[src/rtl/npc_pkg.sv]
package npc_pkg;
  typedef enum logic [1:0] {
    SRC_SEQ  = 2'b00,
    SRC_BR   = 2'b01,
    SRC_REG  = 2'b10,
    SRC_ABS  = 2'b11
  } pc_src_e;
endpackage

[src/rtl/npc_branch_eval.sv]
module npc_branch_eval #(
  parameter int XLEN = 32
) (
  input  logic [XLEN-1:0] rs_val_i,
  input  logic            on_nonzero_i,
  output logic            taken_o
);
  logic rs_is_zero;

  always_comb begin
    rs_is_zero = (rs_val_i == '0);
    taken_o    = on_nonzero_i ? !rs_is_zero : rs_is_zero;
  end
endmodule

[src/rtl/npc_target_gen.sv]
module npc_target_gen #(
  parameter int XLEN  = 32,
  parameter int JT_W  = 26
) (
  input  logic [XLEN-1:0] pc_i,
  input  logic [XLEN-1:0] offset_i,
  input  logic [JT_W-1:0] jfield_i,
  input  logic [XLEN-1:0] rs_val_i,
  output logic [XLEN-1:0] seq_o,
  output logic [XLEN-1:0] rel_o,
  output logic [XLEN-1:0] abs_o,
  output logic [XLEN-1:0] ind_o
);
  localparam int ALIGN_W  = 2;
  localparam int REGION_W = XLEN - JT_W - ALIGN_W;
  localparam logic [XLEN-1:0] STEP = XLEN'(1 << ALIGN_W);

  logic [XLEN-1:0] disp_bytes;

  always_comb begin
    seq_o      = pc_i + STEP;
    disp_bytes = offset_i << ALIGN_W;
    rel_o      = seq_o + disp_bytes;
    ind_o      = rs_val_i;
  end

  generate
    if (REGION_W > 0) begin : g_region
      assign abs_o = {pc_i[XLEN-1 -: REGION_W], jfield_i, {ALIGN_W{1'b0}}};
    end else begin : g_flat
      assign abs_o = XLEN'({jfield_i, {ALIGN_W{1'b0}}});
    end
  endgenerate
endmodule

[src/rtl/npc_target_mux.sv]
module npc_target_mux #(
  parameter int XLEN = 32
) (
  input  npc_pkg::pc_src_e sel_i,
  input  logic             taken_i,
  input  logic [XLEN-1:0]  seq_i,
  input  logic [XLEN-1:0]  rel_i,
  input  logic [XLEN-1:0]  abs_i,
  input  logic [XLEN-1:0]  ind_i,
  output logic [XLEN-1:0]  next_o
);
  import npc_pkg::*;

  always_comb begin
    unique case (sel_i)
      SRC_SEQ: next_o = seq_i;
      SRC_BR:  next_o = taken_i ? rel_i : seq_i;
      SRC_REG: next_o = ind_i;
      SRC_ABS: next_o = abs_i;
      default: next_o = seq_i;
    endcase
  end
endmodule

[src/rtl/npc_unit.sv]
module npc_unit #(
  parameter int              XLEN     = 32,
  parameter int              JT_W     = 26,
  parameter logic [XLEN-1:0] RESET_PC = '0
) (
  input  logic            clk,
  input  logic            rst_n,
  input  logic [1:0]      pc_src_i,
  input  logic            br_on_nonzero_i,
  input  logic [XLEN-1:0] br_offset_i,
  input  logic [JT_W-1:0] jump_target_i,
  input  logic [XLEN-1:0] rs_val_i,
  output logic [XLEN-1:0] pc_o,
  output logic [XLEN-1:0] pc_plus4_o
);
  import npc_pkg::*;

  localparam int REGION_W = XLEN - JT_W - 2;

  pc_src_e         sel;
  logic            taken;
  logic [XLEN-1:0] pc_q, pc_d;
  logic [XLEN-1:0] seq_addr, rel_addr, abs_addr, ind_addr;

  assign sel = pc_src_e'(pc_src_i);

  npc_branch_eval #(.XLEN(XLEN)) i_cond (
    .rs_val_i     (rs_val_i),
    .on_nonzero_i (br_on_nonzero_i),
    .taken_o      (taken)
  );

  npc_target_gen #(.XLEN(XLEN), .JT_W(JT_W)) i_tgt (
    .pc_i     (pc_q),
    .offset_i (br_offset_i),
    .jfield_i (jump_target_i),
    .rs_val_i (rs_val_i),
    .seq_o    (seq_addr),
    .rel_o    (rel_addr),
    .abs_o    (abs_addr),
    .ind_o    (ind_addr)
  );

  npc_target_mux #(.XLEN(XLEN)) i_mux (
    .sel_i   (sel),
    .taken_i (taken),
    .seq_i   (seq_addr),
    .rel_i   (rel_addr),
    .abs_i   (abs_addr),
    .ind_i   (ind_addr),
    .next_o  (pc_d)
  );

  always_ff @(posedge clk or negedge rst_n) begin
    if (!rst_n) pc_q <= RESET_PC;
    else        pc_q <= pc_d;
  end

  assign pc_o       = pc_q;
  assign pc_plus4_o = seq_addr;


  reset_value_chk: assert property (@(posedge clk) !rst_n |=> pc_o == RESET_PC || !rst_n);


  seq_step_chk: assert property (@(posedge clk) disable iff (!rst_n)
    pc_src_i == 2'b00 |=> pc_o == $past(pc_o) + XLEN'(4));


  link_value_chk: assert property (@(posedge clk) disable iff (!rst_n)
    pc_plus4_o == pc_o + XLEN'(4));


  beqz_taken_chk: assert property (@(posedge clk) disable iff (!rst_n)
    (pc_src_i == 2'b01 && !br_on_nonzero_i && rs_val_i == '0)
    |=> pc_o == $past(pc_o) + XLEN'(4) + ($past(br_offset_i) << 2));


  bnez_taken_chk: assert property (@(posedge clk) disable iff (!rst_n)
    (pc_src_i == 2'b01 && br_on_nonzero_i && rs_val_i != '0)
    |=> pc_o == $past(pc_o) + XLEN'(4) + ($past(br_offset_i) << 2));


  untaken_chk: assert property (@(posedge clk) disable iff (!rst_n)
    (pc_src_i == 2'b01 && (br_on_nonzero_i == (rs_val_i == '0)))
    |=> pc_o == $past(pc_o) + XLEN'(4));


  indirect_chk: assert property (@(posedge clk) disable iff (!rst_n)
    pc_src_i == 2'b10 |=> pc_o == $past(rs_val_i));


  abs_region_chk: assert property (@(posedge clk) disable iff (!rst_n)
    pc_src_i == 2'b11 |=> (pc_o[XLEN-1 -: REGION_W] == $past(pc_o[XLEN-1 -: REGION_W])
                          && pc_o[JT_W+1:2] == $past(jump_target_i) && pc_o[1:0] == 2'b00));
endmodule

[config.mk]
export PLATFORM = sky130hd
export DESIGN_NAME = npc_unit
export DESIGN_NICKNAME = d
export VERILOG_FILES = /design/src/rtl/npc_pkg.sv /design/src/rtl/npc_branch_eval.sv /design/src/rtl/npc_target_gen.sv /design/src/rtl/npc_target_mux.sv /design/src/rtl/npc_unit.sv
export SDC_FILE = /design/constraint.sdc
export NUM_CORES = 1
export LEC_CHECK = 0
export BUFFER_PORTS_ARGS = -buffer_cell sky130_fd_sc_hd__buf_4
export CAP_MARGIN = 15
export CORE_ASPECT_RATIO = 1.75
export CORE_UTILIZATION = 50
export CTS_BUF_LIST = sky130_fd_sc_hd__clkbuf_2 sky130_fd_sc_hd__clkbuf_4 sky130_fd_sc_hd__clkbuf_8
export CTS_CLUSTER_SIZE = 12
export DETAILED_ROUTE_END_ITERATION = 8
export PLACE_DENSITY = 0.79
export SLEW_MARGIN = 20
export SYNTH_ARGS = -nofsm -noshare
export SYNTH_HDL_FRONTEND = slang
export SYNTH_SLANG_ARGS = --single-unit
[constraint.sdc]
create_clock -name clk -period 4.1 [get_ports clk]
set_input_delay 0.205 -clock clk [delete_from_list [all_inputs] [get_ports clk]]
set_output_delay 0.205 -clock clk [all_outputs]
set_load 0.01 [all_outputs]
==> Flow_metrics.wiki <==
{| class="wikitable"
! Metric !! Value
|-
| Status || completed
|-
| GRT met1 Usage || 0.342
|-
| Synthesized cell area || 4010 sq um
|-
| PortBufs || 156
|-
| Die Height || 120 microns
|-
| Share of synthesized flip-flops with an asynchronous set or reset || 1.00
|-
| Top Ports || 159
|-
| Slack of the worst reg-to-reg path || 0.25 ns
|-
| CP Max Fanout || 6
|-
| Antenna-violating nets left || 0
|-
| Arrival @ worst endpoint || 4.05 ns
|-
| Global routing's busiest layer || met2
|-
| Clock net sink count || 32
|-
| Worst Setup Slack post-DPL || 0.157 ns
|-
| Clock latency on the worst-skew pair || 0.30 ns
|-
| Via count normalized by instance count || 6.22
|-
| Via count of the first global-routing pass || 4,778
|-
| Die outline area || 8390 sq um
|-
| First-pass detailed-route iteration total || 5
|-
| Initial cell density of the core || 0.522
|-
| Fin nets || 797
|-
| Share of the synthesized area in the top cell type || 0.200
|-
| Site row count || 42
|-
| Number of buffers inserted during clock tree synthesis || 5
|-
| Global-route wire length before repair || 22.4 mm
|-
| Leakage Power || 2.61 nW
|-
| Maximum Capacitance Violations || 0
|-
| Number of enable flip-flop cells after synthesis || 0
|-
| Setup Viol. Count Final || 0
|-
| Final antenna diode count || 0
|-
| Clock H-tree levels || 2
|-
| Worst R2R Path Depth || 16
|-
| Ratio of cells with drive above 1 in the final layout || 0.314
|-
| Pin count of the biggest net entering global routing || 74
|-
| Number of flip-flops and latches in the synthesized netlist || 32
|-
| Final weighted congestion in routability-driven placement || 0.960
|-
| Met3 routing resource usage after global routing || 0.0525
|-
| Worst Tran Pin Value || 0.870 ns
|-
| Met2 layer usage reported by global route || 0.645
|-
| Synthesized instance count || 504
|-
| Overall Power || 1.99 mW
|-
| WP data required || 4.30 ns
|-
| Hold-critical path depth || 3
|-
| Number of hold violations in the final report || 0
|-
| Critical Path Start Type || register
|-
| Library cell used as clock root buffer || clkbuf_8
|-
| Total of fill cells in the finished design || 635
|-
| Worst Slack Setup Final || 0.252 ns
|-
| Net count after synthesis || 634
|-
| Flip-flop count of the largest register after layout || 32
|-
| Detail-routed net length per standard cell || 19.1 microns
|-
| Antenna violations before repair || 0
|-
| Critical path capture point type || register
|-
| Total Negative Setup Slacks || 0 ns
|-
| Number of non-filler instances in the completed layout || 756
|-
| CTS Buffer Depth || 2
|-
| Clock tree from TritonCTS || yes
|-
| Clock tree skew after final layout || 0.00642 ns
|-
| Post-Route WL || 14.5 mm
|-
| Share of synthesized area occupied by flip-flops and latches || 0.200
|-
| Top_reg_cell synth || dfrtp_1
|-
| Area inside the core boundary || 7670 sq um
|-
| Clock transition at path regs || 0.08 ns
|-
| Die boundary width || 69.7 microns
|-
| Unrepaired setup endpoints after global routing || no
|-
| Worst IR drop on VDD || 243 uV
|-
| Power per standard cell area || 360 nW/um^2
|-
| DRC viols || 0
|-
| DRC violation total after the first TritonRoute iteration || 382
|-
| Number of max-slew violations in the final report || 0
|-
| GRT Residual Overflow || 0
|-
| Period minus WS final || 3.85 ns
|-
| Mean post-synth cell area || 7.95 sq um
|-
| Maximum achievable frequency || 260 MHz
|-
| Final clock period utilization by the worst path || 0.939
|-
| Max-slew headroom || 0.418
|-
| Type of the setup path with the least slack || reg -> reg
|-
| Via count of the routed design || 4,704
|-
| P&R area growth vs syn || 37.7%
|-
| Yosys synthesis warning count || 0
|-
| Cell type with the largest total area after synthesis || dfrtp_1
|-
| Global-route usage over all layers || 0.340
|-
| Dominant cells by area after synthesis || dfrtp_1, ha_1, mux2i_1, a21oi_1, xnor2_1
|-
| Hold Crit Class || in -> reg
|-
| Number of distinct library cells after synthesis || 55
|-
| Post-DP HPWL || 11.5 mm
|-
| Placed Instances || 746
|}
## worst max-delay path, stage by stage, from the launching register on
cell,delay [ns]
dfrtp_1,0.42
ha_1,0.23
nand2_1,0.14
nor2_2,0.20
buf_4,0.15
and4_1,0.20
xor2_1,0.26
ha_1,0.38
nand2_1,0.20
o21ai_0,0.11
a211oi_1,0.25
o31ai_1,0.13
a311oi_2,0.40
o311ai_1,0.21
xnor2_1,0.19
a21oi_1,0.10
o21a_1,0.17
## path summary, 6_finish.rpt
check	endpoint	from
setup / recovery	pc_o[28]$_DFFE_PN0N_	pc_o[2]$_DFF_PN0_
max in group asynchronous	pc_o[13]$_DFF_PN0_	rst_n
hold reg to reg	pc_o[0]$_DFFE_PN0P_	pc_o[0]$_DFFE_PN0P_
setup reg to reg	pc_o[28]$_DFFE_PN0N_	pc_o[2]$_DFF_PN0_
min in group asynchronous	pc_o[25]$_DFF_PN0_	rst_n
hold / removal	pc_o[1]$_DFFE_PN0P_	rs_val_i[1]
## power breakdown
| part | leakage [nW] | internal [mW] | switching [mW] |
|---|---|---|---|
| sequential | 0.367 | 0.368 | 0.0742 |
| combinational | 2.19 | 0.596 | 0.677 |
| clock | 0.0510 | 0.134 | 0.136 |
| total | 2.61 | 1.10 | 0.888 |
## per-layer routing
metal / share of wire / wire [microns]
met1: 0.34 / 4990
met2: 0.55 / 7940
met3: 0.056 / 805
met4: 0.050 / 723
met5: 0 / 0
## per-stage QoR
step / util / hold slack (ns) / instance area [sq um]
2_1_floorplan: - / -0.0906 / 4010
3_3_place_gp: 0.698 / 0.179 / 5360
3_5_place_dp: 0.698 / 0.186 / 5360
4_1_cts: 0.712 / 0.117 / 5460
5_1_grt: 0.719 / 0.126 / 5520
6_report: 0.719 / 0.122 / 5520
## cell families (layout without fill, tap and decap cells)
| group | after synthesis | count (layout) | synth area share |
|---|---|---|---|
| XOR/XNOR | 49 | 49 | 0.107 |
| AND/OR/NAND/NOR | 168 | 168 | 0.208 |
| flip-flops | 32 | 32 | 0.200 |
| AO/OA/AOI/OAI | 151 | 151 | 0.254 |
| multiplexers | 33 | 33 | 0.0831 |
| adder cells (fa/ha/maj) | 35 | 35 | 0.111 |
| buffers and inverters | 36 | 200 | 0.0369 |
## final cells by class
type,count,area [sq um],area share
multi-input combinational,436,3110,0.563
timing repair buffer,182,1370,0.248
sequential,32,801,0.145
tap,88,110,0.0200
clock buffer,6,82.6,0.0150
inverter,10,37.5,0.00680
clock inverter,2,10.0,0.00181
## synth_stat cells, types with 3 or more instances
library cell / instances
a211oi_1: 14
a21o_1: 14
a21oi_1: 50
a22oi_1: 4
and2_1: 3
and3_1: 10
buf_4: 3
clkbuf_1: 20
dfrtp_1: 32
ha_1: 34
inv_1: 10
mux2i_1: 31
nand2_1: 56
nand2b_1: 4
nand3_1: 10
nand4_1: 11
nor2_1: 36
nor2b_1: 4
nor3_1: 10
nor4_1: 9
o211ai_1: 4
o21a_1: 7
o21ai_0: 24
o31a_1: 3
o31ai_1: 10
xnor2_1: 25
xor2_1: 24
## cell usage in the layout (no fill, tap or decap), types with 3 or more instances in the layout
| cell | instances |
|---|---|
| nor2_2 | 3 |
| nor3_1 | 9 |
| nor4_1 | 9 |
| inv_1 | 10 |
| nand3_1 | 9 |
| o21ai_0 | 23 |
| and2_1 | 3 |
| nor2_1 | 32 |
| mux2i_1 | 31 |
| o21a_1 | 7 |
| o211ai_1 | 4 |
| a211oi_1 | 14 |
| and3_1 | 10 |
| clkbuf_8 | 6 |
| nand2b_1 | 4 |
| o31a_1 | 3 |
| a21oi_1 | 49 |
| xor2_1 | 23 |
| nor2b_1 | 4 |
| nand2_1 | 56 |
| nand4_1 | 11 |
| o31ai_1 | 10 |
| a22oi_1 | 4 |
| a21o_1 | 14 |
| buf_4 | 181 |
| ha_1 | 34 |
| dfrtp_1 | 32 |
| xnor2_1 | 24 |
## what timing repair did
item,in CTS,in global routing
hold endpoints to repair,32,0
resized for setup,0,12
buffers inserted,0,1
hold buffers,1,0
endpoints found under the setup margin,0,5
Power figures use the tool's default switching activity.
